`config.mk`:
```
export PLATFORM = sky130hd
export DESIGN_NAME = thread_pc_sequencer
export DESIGN_NICKNAME = d
export VERILOG_FILES = /design/src/rtl/pc_seq_pkg.sv /design/src/rtl/pc_seq_control.sv /design/src/rtl/pc_seq_datapath.sv /design/src/rtl/thread_pc_sequencer.sv
export SDC_FILE = /design/constraint.sdc
export NUM_CORES = 1
export LEC_CHECK = 0
export CORE_MARGIN = 2
export CORE_UTILIZATION = 57
export CTS_CLUSTER_SIZE = 14
export DETAILED_ROUTE_END_ITERATION = 8
export DONT_BUFFER_PORTS = 1
export GPL_ROUTABILITY_DRIVEN = 0
export PLACE_DENSITY = 0.86
export SYNTH_ARGS = -nofsm -noshare
export SYNTH_HDL_FRONTEND = slang
export SYNTH_SLANG_ARGS = --single-unit
export TNS_END_PERCENT = 50
```
`constraint.sdc`:
```
create_clock -name clk -period 2.3 [get_ports clk]
set_input_delay 0 -clock clk [delete_from_list [all_inputs] [get_ports clk]]
set_output_delay 0 -clock clk [all_outputs]
set_load 0.05 [all_outputs]
```
`src/rtl/pc_seq_pkg.sv`:
```
package pc_seq_pkg;
  localparam int THREAD_CNT = 4;
  localparam int SLOT_W = $clog2(THREAD_CNT);

  localparam logic [2:0] OP_SEQ     = 3'b000;
  localparam logic [2:0] OP_IMM     = 3'b001;
  localparam logic [2:0] OP_RET     = 3'b010;
  localparam logic [2:0] OP_RES     = 3'b011;
  localparam logic [2:0] OP_NEG_IMM = 3'b100;
  localparam logic [2:0] OP_NEG_RES = 3'b101;

  typedef struct packed {
    logic [SLOT_W-1:0] slot;
    logic useInc;
    logic useImm;
    logic useStack;
    logic useResult;
  } ctlStrobes_t;
endpackage

```
`src/rtl/pc_seq_control.sv`:
```
module pc_seq_control
  import pc_seq_pkg::*;
(
  input  logic        clk,
  input  logic        rst,
  input  logic [2:0]  brOp,
  input  logic        resultNeg,
  output ctlStrobes_t strobes
);
  logic [SLOT_W-1:0] slotId;

  always_ff @(posedge clk) begin
    if (rst) slotId <= '0;
    else     slotId <= slotId + 1'b1;
  end

  always_comb begin
    strobes = '0;
    strobes.slot = slotId;
    case (brOp)
      OP_IMM:     strobes.useImm = 1'b1;
      OP_RET:     strobes.useStack = 1'b1;
      OP_RES:     strobes.useResult = 1'b1;
      OP_NEG_IMM: if (resultNeg) strobes.useImm = 1'b1; else strobes.useInc = 1'b1;
      OP_NEG_RES: if (resultNeg) strobes.useResult = 1'b1; else strobes.useInc = 1'b1;
      default:    strobes.useInc = 1'b1;
    endcase
  end

  assert_slot_advance_R2: assert property (@(posedge clk) disable iff (rst)
    !rst |=> slotId == $past(slotId) + 1'b1);

  assert_one_source_R3: assert property (@(posedge clk) disable iff (rst)
    $countones({strobes.useInc, strobes.useImm, strobes.useStack, strobes.useResult}) == 1);

  assert_cond_fall_R7: assert property (@(posedge clk) disable iff (rst)
    (brOp == OP_NEG_IMM && !resultNeg) |-> strobes.useInc);

  assert_cond_take_R8: assert property (@(posedge clk) disable iff (rst)
    (brOp == OP_NEG_RES && resultNeg) |-> strobes.useResult);

  assert_spare_seq_R10: assert property (@(posedge clk) disable iff (rst)
    (brOp[2:1] == 2'b11) |-> strobes.useInc);
endmodule

```
`src/rtl/pc_seq_datapath.sv`:
```
module pc_seq_datapath
  import pc_seq_pkg::*;
#(
  parameter int PC_W  = 10,
  parameter int INC_W = 8
) (
  input  logic              clk,
  input  logic              rst,
  input  ctlStrobes_t       strobes,
  input  logic [PC_W-1:0]   immTarget,
  input  logic [PC_W-1:0]   stackPc,
  input  logic [PC_W-1:0]   resultPc,
  output logic [PC_W-1:0]   fetchAddr,
  output logic [SLOT_W-1:0] fetchId
);
  localparam int PAGE_W = PC_W - INC_W;

  logic [PC_W-1:0] pcRegs [THREAD_CNT];
  logic [PC_W-1:0] incPc;
  logic [PC_W-1:0] nextPc;
  logic [PC_W-1:0] aheadPc;
  logic [SLOT_W-1:0] aheadSlot;

  assign aheadSlot = strobes.slot + 1'b1;
  assign aheadPc   = pcRegs[aheadSlot];

  // Increment for the thread whose slot comes next; only the low page bits count.
  always_ff @(posedge clk) begin
    if (rst) incPc <= PC_W'(1);
    else     incPc <= {aheadPc[PC_W-1:INC_W],
                       aheadPc[INC_W-1:0] + {{(INC_W-1){1'b0}}, 1'b1}};
  end

  always_comb begin
    nextPc = incPc;
    if (strobes.useImm)    nextPc = immTarget;
    if (strobes.useStack)  nextPc = stackPc;
    if (strobes.useResult) nextPc = resultPc;
  end

  for (genvar t = 0; t < THREAD_CNT; t++) begin : g_thread
    always_ff @(posedge clk) begin
      if (rst) pcRegs[t] <= '0;
      else if (strobes.slot == SLOT_W'(t)) pcRegs[t] <= nextPc;
    end

    assert_hold_other_R9: assert property (@(posedge clk) disable iff (rst)
      (strobes.slot != SLOT_W'(t)) |=> pcRegs[t] == $past(pcRegs[t]));
  end

  always_ff @(posedge clk) begin
    if (rst) begin
      fetchAddr <= '0;
      fetchId   <= '0;
    end else begin
      fetchAddr <= nextPc;
      fetchId   <= strobes.slot;
    end
  end

  assert_page_keep_R3: assert property (@(posedge clk) disable iff (rst)
    strobes.useInc |=> fetchAddr[PC_W-1:INC_W] == $past(pcRegs[strobes.slot][PC_W-1:INC_W]));

  assert_imm_pick_R4: assert property (@(posedge clk) disable iff (rst)
    strobes.useImm |=> fetchAddr == $past(immTarget));

  assert_stack_pick_R5: assert property (@(posedge clk) disable iff (rst)
    strobes.useStack |=> fetchAddr == $past(stackPc));

  assert_result_pick_R6: assert property (@(posedge clk) disable iff (rst)
    strobes.useResult |=> fetchAddr == $past(resultPc));

  initial assert (PAGE_W >= 0);
endmodule

```
`src/rtl/thread_pc_sequencer.sv`:
```
module thread_pc_sequencer
  import pc_seq_pkg::*;
#(
  parameter int PC_W  = 10,
  parameter int INC_W = 8,
  parameter int RS_W  = 16,
  parameter int RES_W = 40
) (
  input  logic              clk,
  input  logic              rst,
  input  logic [2:0]        brOp,
  input  logic [PC_W-1:0]   immTarget,
  input  logic [RS_W-1:0]   stackTop,
  input  logic [RES_W-1:0]  aluResult,
  output logic [SLOT_W-1:0] branchId,
  output logic [PC_W-1:0]   fetchAddr,
  output logic [SLOT_W-1:0] fetchId
);
  ctlStrobes_t strobes;

  pc_seq_control u_control (
    .clk       (clk),
    .rst       (rst),
    .brOp      (brOp),
    .resultNeg (aluResult[RES_W-1]),
    .strobes   (strobes)
  );

  pc_seq_datapath #(.PC_W(PC_W), .INC_W(INC_W)) u_datapath (
    .clk       (clk),
    .rst       (rst),
    .strobes   (strobes),
    .immTarget (immTarget),
    .stackPc   (stackTop[PC_W-1:0]),
    .resultPc  (aluResult[PC_W-1:0]),
    .fetchAddr (fetchAddr),
    .fetchId   (fetchId)
  );

  assign branchId = strobes.slot;

  assert_fetch_tag_R2: assert property (@(posedge clk) disable iff (rst)
    !rst |=> fetchId == $past(branchId));
endmodule

```
## Word-level counts from Yosys, hierarchy flattened

Memory sizes are Yosys's and may differ from the RTL's.
Index checks and enable logic that the tools add are counted.

| operators by class | value |
|---|---|
| eq/ne operators | 8 |
| reduce and logical (&&, ||, !) cells | 1 |
| bitwise gates (word level) | 4 |
| muxes and demuxes | 25 |
| $add $sub $neg | 2 |

Operators by type and width:

| cell | number |
|---|---|
| $mux 10 | 7 |
| $mux 1 | 16 |
| $add 8x1->8 const B | 1 |
| $eq 3x2->1 const B | 2 |
| $eq 3x3->1 const B | 2 |
| $eq 2x2->1 const B | 2 |
| $or 1x1->1 | 4 |
| $pmux 1 s2 | 2 |
| $eq 3x1->1 const B | 1 |
| $add 2x1->2 const B | 1 |
| $eq 2x1->1 const B | 1 |
| $logic_not 2->1 | 1 |

| storage, ports and cells | value |
|---|---|
| logic and storage cells | 45 |
| output and inout port bits | 14 |
| bits in registers | 24 |
| memories | 1 |
| RAM bits | 40 |

Memory list:

| name | depth | width | read ports | clocked after memory_dff | write ports | line | RTL |
|---|---|---|---|---|---|---|---|
| u_datapath.pcRegs | 4 | 10 | 1 | 0 | 4 | pc_seq_datapath.sv:18 | `logic [PC_W-1:0] pcRegs [THREAD_CNT];` |

## Longest topological paths before layout

| depth | value |
|---|---|
| word-level depth | 6 |
| depth in mapped cells | 9 |
| gate-level depth less buffers | 7 |

## By module

Synthesis repeated with hierarchy kept, for this count alone.

| unflattened totals | value |
|---|---|
| cell total of the unflattened synthesis | 227 |
| area total of the unflattened synthesis | 2904.0 um^2 |

By module, submodules not included:

| module | area each (um^2) | times used | cells each |
|---|---|---|---|
| pc_seq_datapath | 2797.7 | 1 | 214 |
| pc_seq_control | 106.4 | 1 | 13 |

## Worst setup path before layout

No wires, ideal clock.

| timing path | value |
|---|---|
| kind | register -> register |
| start point | register u_control.slotId[0] |
| end point | register u_datapath.incPc[6] |
| data required time | 2229 ps |
| path slack | -284 ps |
| cell stages (with the launch flop) | 10 |
| library setup time | 71 ps |
| buffers on the path | 2 |
| arrival time | 2514 ps |
| cell sequence | dfxtp_1 > buf_6 > inv_1 > ha_1 > buf_2 > mux4_1 > ha_1 > inv_1 > or3_1 > a21oi_1 |

| between the ends | value |
|---|---|
| word-level cells in the longest chain between the ends | 3 |

RTL lines:

| element | line | RTL |
|---|---|---|
| from (decl) | pc_seq_control.sv:10 | `logic [SLOT_W-1:0] slotId;` |
| from (signal assigned) | pc_seq_control.sv:14 | `else slotId <= slotId + 1'b1;` |
| $add 2x1->2 | pc_seq_datapath.sv:24 | `assign aheadSlot = strobes.slot + 1'b1;` |
| net u_datapath.aheadSlot[0] | pc_seq_datapath.sv:22 | `logic [SLOT_W-1:0] aheadSlot;` |
| $mem_v2 4x10 | - |  |
| $add 8x1->8 | pc_seq_datapath.sv:31 | `aheadPc[INC_W-1:0] + {{(INC_W-1){1'b0}}, 1'b1}};` |
| to (signal assigned) | pc_seq_datapath.sv:30 | `else incPc <= {aheadPc[PC_W-1:INC_W],` |
| to (decl) | pc_seq_datapath.sv:19 | `logic [PC_W-1:0] incPc;` |

The timed path passes the listed nets, and every way through them passes these cells.
A chain may end at the register's enable or synchronous reset.

## Final worst setup path

| timing path | value |
|---|---|
| start point | register u_control.slotId[1] |
| end point | register u_datapath.incPc[6] |

Same word-level chain as after synthesis.

==> metrics.md <==
| Metric | Value |
|---|---|
| Mapped cell area | 3110 µm² |
| Rel. slew slack | 35.6% |
| Internal | 2.20 mW |
| WL per Instance | 20.8 µm |
| Pleak | 1.23 nW |
| Endpoint class of the critical path | flop |
| Clk root buf | clkbuf_8 |
| Multi-input logic area | 1340 µm² |
| Net Sw Frac | 26.5% |
| DP Area | 3160 µm² |
| Initial DRC Count | 161 |
| Clock skew | 0.00739 ns |
| Worst hold path class | primary input to flop |
| Setup TNS | 0 ns |
| R2R setup slack | 0.21 ns |
| Synth warn | 0 |
| VDD IR max | 0.372 mV |
| Design Area, Final | 3500 µm² |
| Setup ws final | 0.212 ns |
| Share of the synthesized area in the top cell type | 38.6% |
| Fin crit period | 2.09 ns |
| RSZ-0062 raised after global routing | no |
| Clk_lat worst skew | 0.34 ns |
| Initial Util | 60.1% |
| Chip width | 77.9 µm |
| Fill cells | 363 |
| Ant. Diodes | 0 |
| Clock share of power | 36.7% |
| PwrDens | 854 nW/µm² |
| Initial antenna violation count | 0 |
| Gr usage total | 25.0% |
| Area grow syn2layout | 12.4% |
| Dpl ws | 0.109 ns |
| Asr flop ratio synth | 0% |
| Total gr overflow | 0 |
| CTS sink cnt | 64 |
| Top cells by area, synth | edfxtp_1, dfxtp_1, nor3b_1 |
| Worst path required time | 2.56 ns |
| Height of the die | 77.9 µm |
| Global-route wire length before repair | 11300 µm |
| Fmax | 479 MHz |
| Pwr Total | 2.99 mW |
| Post-Route Utilization | 67.6% |
| I/O pin cnt | 85 |
| Area leader, netlist | edfxtp_1 |
| CTS tree | yes |
| Vias | 2168 |
| Sequential Power Share | 48.4% |
| WP data arrival | 2.35 ns |
| DR DRC count | 0 |
| H-tree level count | 3 |
| Syn avg cell area | 12.2 µm² |
| Synth Register Bits | 64 |
| Row count | 26 |
| Status | finished clean |
| Worst-margin pin slew | 0.963 ns |
| Worst Setup Start Kind | flop |
| Vias in the first global route | 2295 |
| Post-DP HPWL | 4620 µm |
| Post-Route WL | 7070 µm |
| Final hold violations | 0 |
| Combinational share of power | 14.9% |
| Final setup viols | 0 |
| Max-cap violations | 0 |
| Largest net degree at the start of global routing | 27 |
| Syn nets | 331 |
| Max-slew violations | 0 |
| Post-synthesis sequential area ratio | 54.1% |
| Clk slew on worst S/H paths | 0.07 ns |
| Number of synthesized flops with an enable pin | 40 |
| Fin crit share | 90.8% |
| CTS Buf Count | 9 |
| Post-route ant nets | 0 |
| Area of the core | 5170 µm² |
| Crit Path Category | flop to flop |
| Crit-path max FO | 11 |
| Top-count cell post-synth | edfxtp_1 |
| Count of cell types in the netlist | 34 |
| Clock buffer depth | 2 |
| Synth top cells by count | edfxtp_1, nor3b_1, dfxtp_1 |
| Cells after synthesis | 255 |
| DR vias/cell | 6.38 |
| Sequential cell area | 1690 µm² |
| Psw | 0.793 mW |
| Port-buffer cells | 0 |
| Nets | 341 |
| DRT Pass-1 Iters | 4 |
| Die area | 6060 µm² |
| Share of cells above drive strength 1 | 11.9% |
| Ys flop type | edfxtp_1 |
## registers in the layout, indices dropped and copies added, names as in the netlist
signal / count
u_control.slotId: 2
u_datapath.fetchId: 2
u_datapath.incPc: 10
u_datapath.pcRegs: 40
u_datapath.fetchAddr: 10
## through the flow
| stage | instances | hold WS [ns] |
|---|---|---|
| after detailed placement | 314 | 0.0649 |
| after global placement | 314 | 0.0613 |
| final | 340 | 0.0113 |
| after floorplan | 255 | 0.226 |
| after CTS | 340 | 0.00278 |
| after global routing | 340 | 0.00954 |
## cell type report
| cell class | count | area share [%] |
|---|---|---|
| inverters | 5 | 0.537 |
| well taps | 70 | 2.50 |
| multi-input cells | 170 | 38.2 |
| repair buffers | 15 | 3.94 |
| clock inverters | 4 | 2.18 |
| clock buffers | 12 | 4.44 |
| flip-flops and latches | 64 | 48.2 |
## worst max-delay path, cell delays in order, from the launching register on
cell and delay (ns):
dfxtp_2 0.33, inv_1 0.07, ha_2 0.50, mux4_1 0.30, ha_1 0.25, inv_1 0.07
or3_1 0.37, a21oi_1 0.14
## power by group through the flow
stage	Clock, mW	Sequential, mW	Combinational, mW
6_report	1.10	1.45	0.445
5_1_grt	1.15	1.45	0.486
4_1_cts	1.10	1.45	0.438
3_5_place_dp	0	1.47	0.415
3_3_place_gp	0	1.46	0.397
2_1_floorplan	0	1.47	0.316
## layer usage
metal | part of all wire [%] | track usage [%]
met1 | 41 | 29.1
met2 | 50 | 42.8
met3 | 6.6 | 5.93
met4 | 2.7 | 13.0
met5 | 0 | 0
## cells in the final DEF, fill, tap and decap left out, drive strengths merged, types with 2 or more instances in the layout
cell type	netlist	final
mux4	10	10
nand3b	2	2
dlygate4sd3	0	10
bufinv	0	2
o21bai	10	10
nand3	4	4
a211oi	10	10
or2	5	5
nor3b	33	33
a32o	2	2
edfxtp	40	40
nor3	8	8
a21boi	9	9
o21ai	3	3
ha	5	5
o221ai	2	2
dfxtp	24	24
buf	9	5
xor2	2	2
nand2	11	11
nand2b	7	7
a21oi	13	13
inv	5	5
nor2	14	14
nor2b	5	5
o311a	8	8
or3	3	3
clkbuf	7	12
## logic make-up after synthesis
family                   synth area share [%]
AO/OA/AOI/OAI                            13.7
XOR/XNOR                                0.845
adder cells (fa/ha/maj)                  2.01
buffers and inverters                    3.10
flip-flops                               54.1
multiplexers                             8.21
AND/OR/NAND/NOR                          18.1
## worst paths after layout
kind / startpoint / end / cells after the start
setup / recovery: u_control.slotId[1] / u_datapath.incPc[6] / 7
hold / removal: rst / u_datapath.pcRegs[1][2] / 2
setup reg to reg: u_control.slotId[1] / u_datapath.incPc[6] / 7
hold reg to reg: u_control.slotId[0] / u_datapath.fetchId[0] / 2
## timing repair
action	CTS	global route
resized for setup	0	1
setup buffers	0	0
hold endpoints to repair	28	0
hold buffers	10	0
setup endpoints to repair	0	1
No activity file was read; power rests on OpenSTA's default activity.
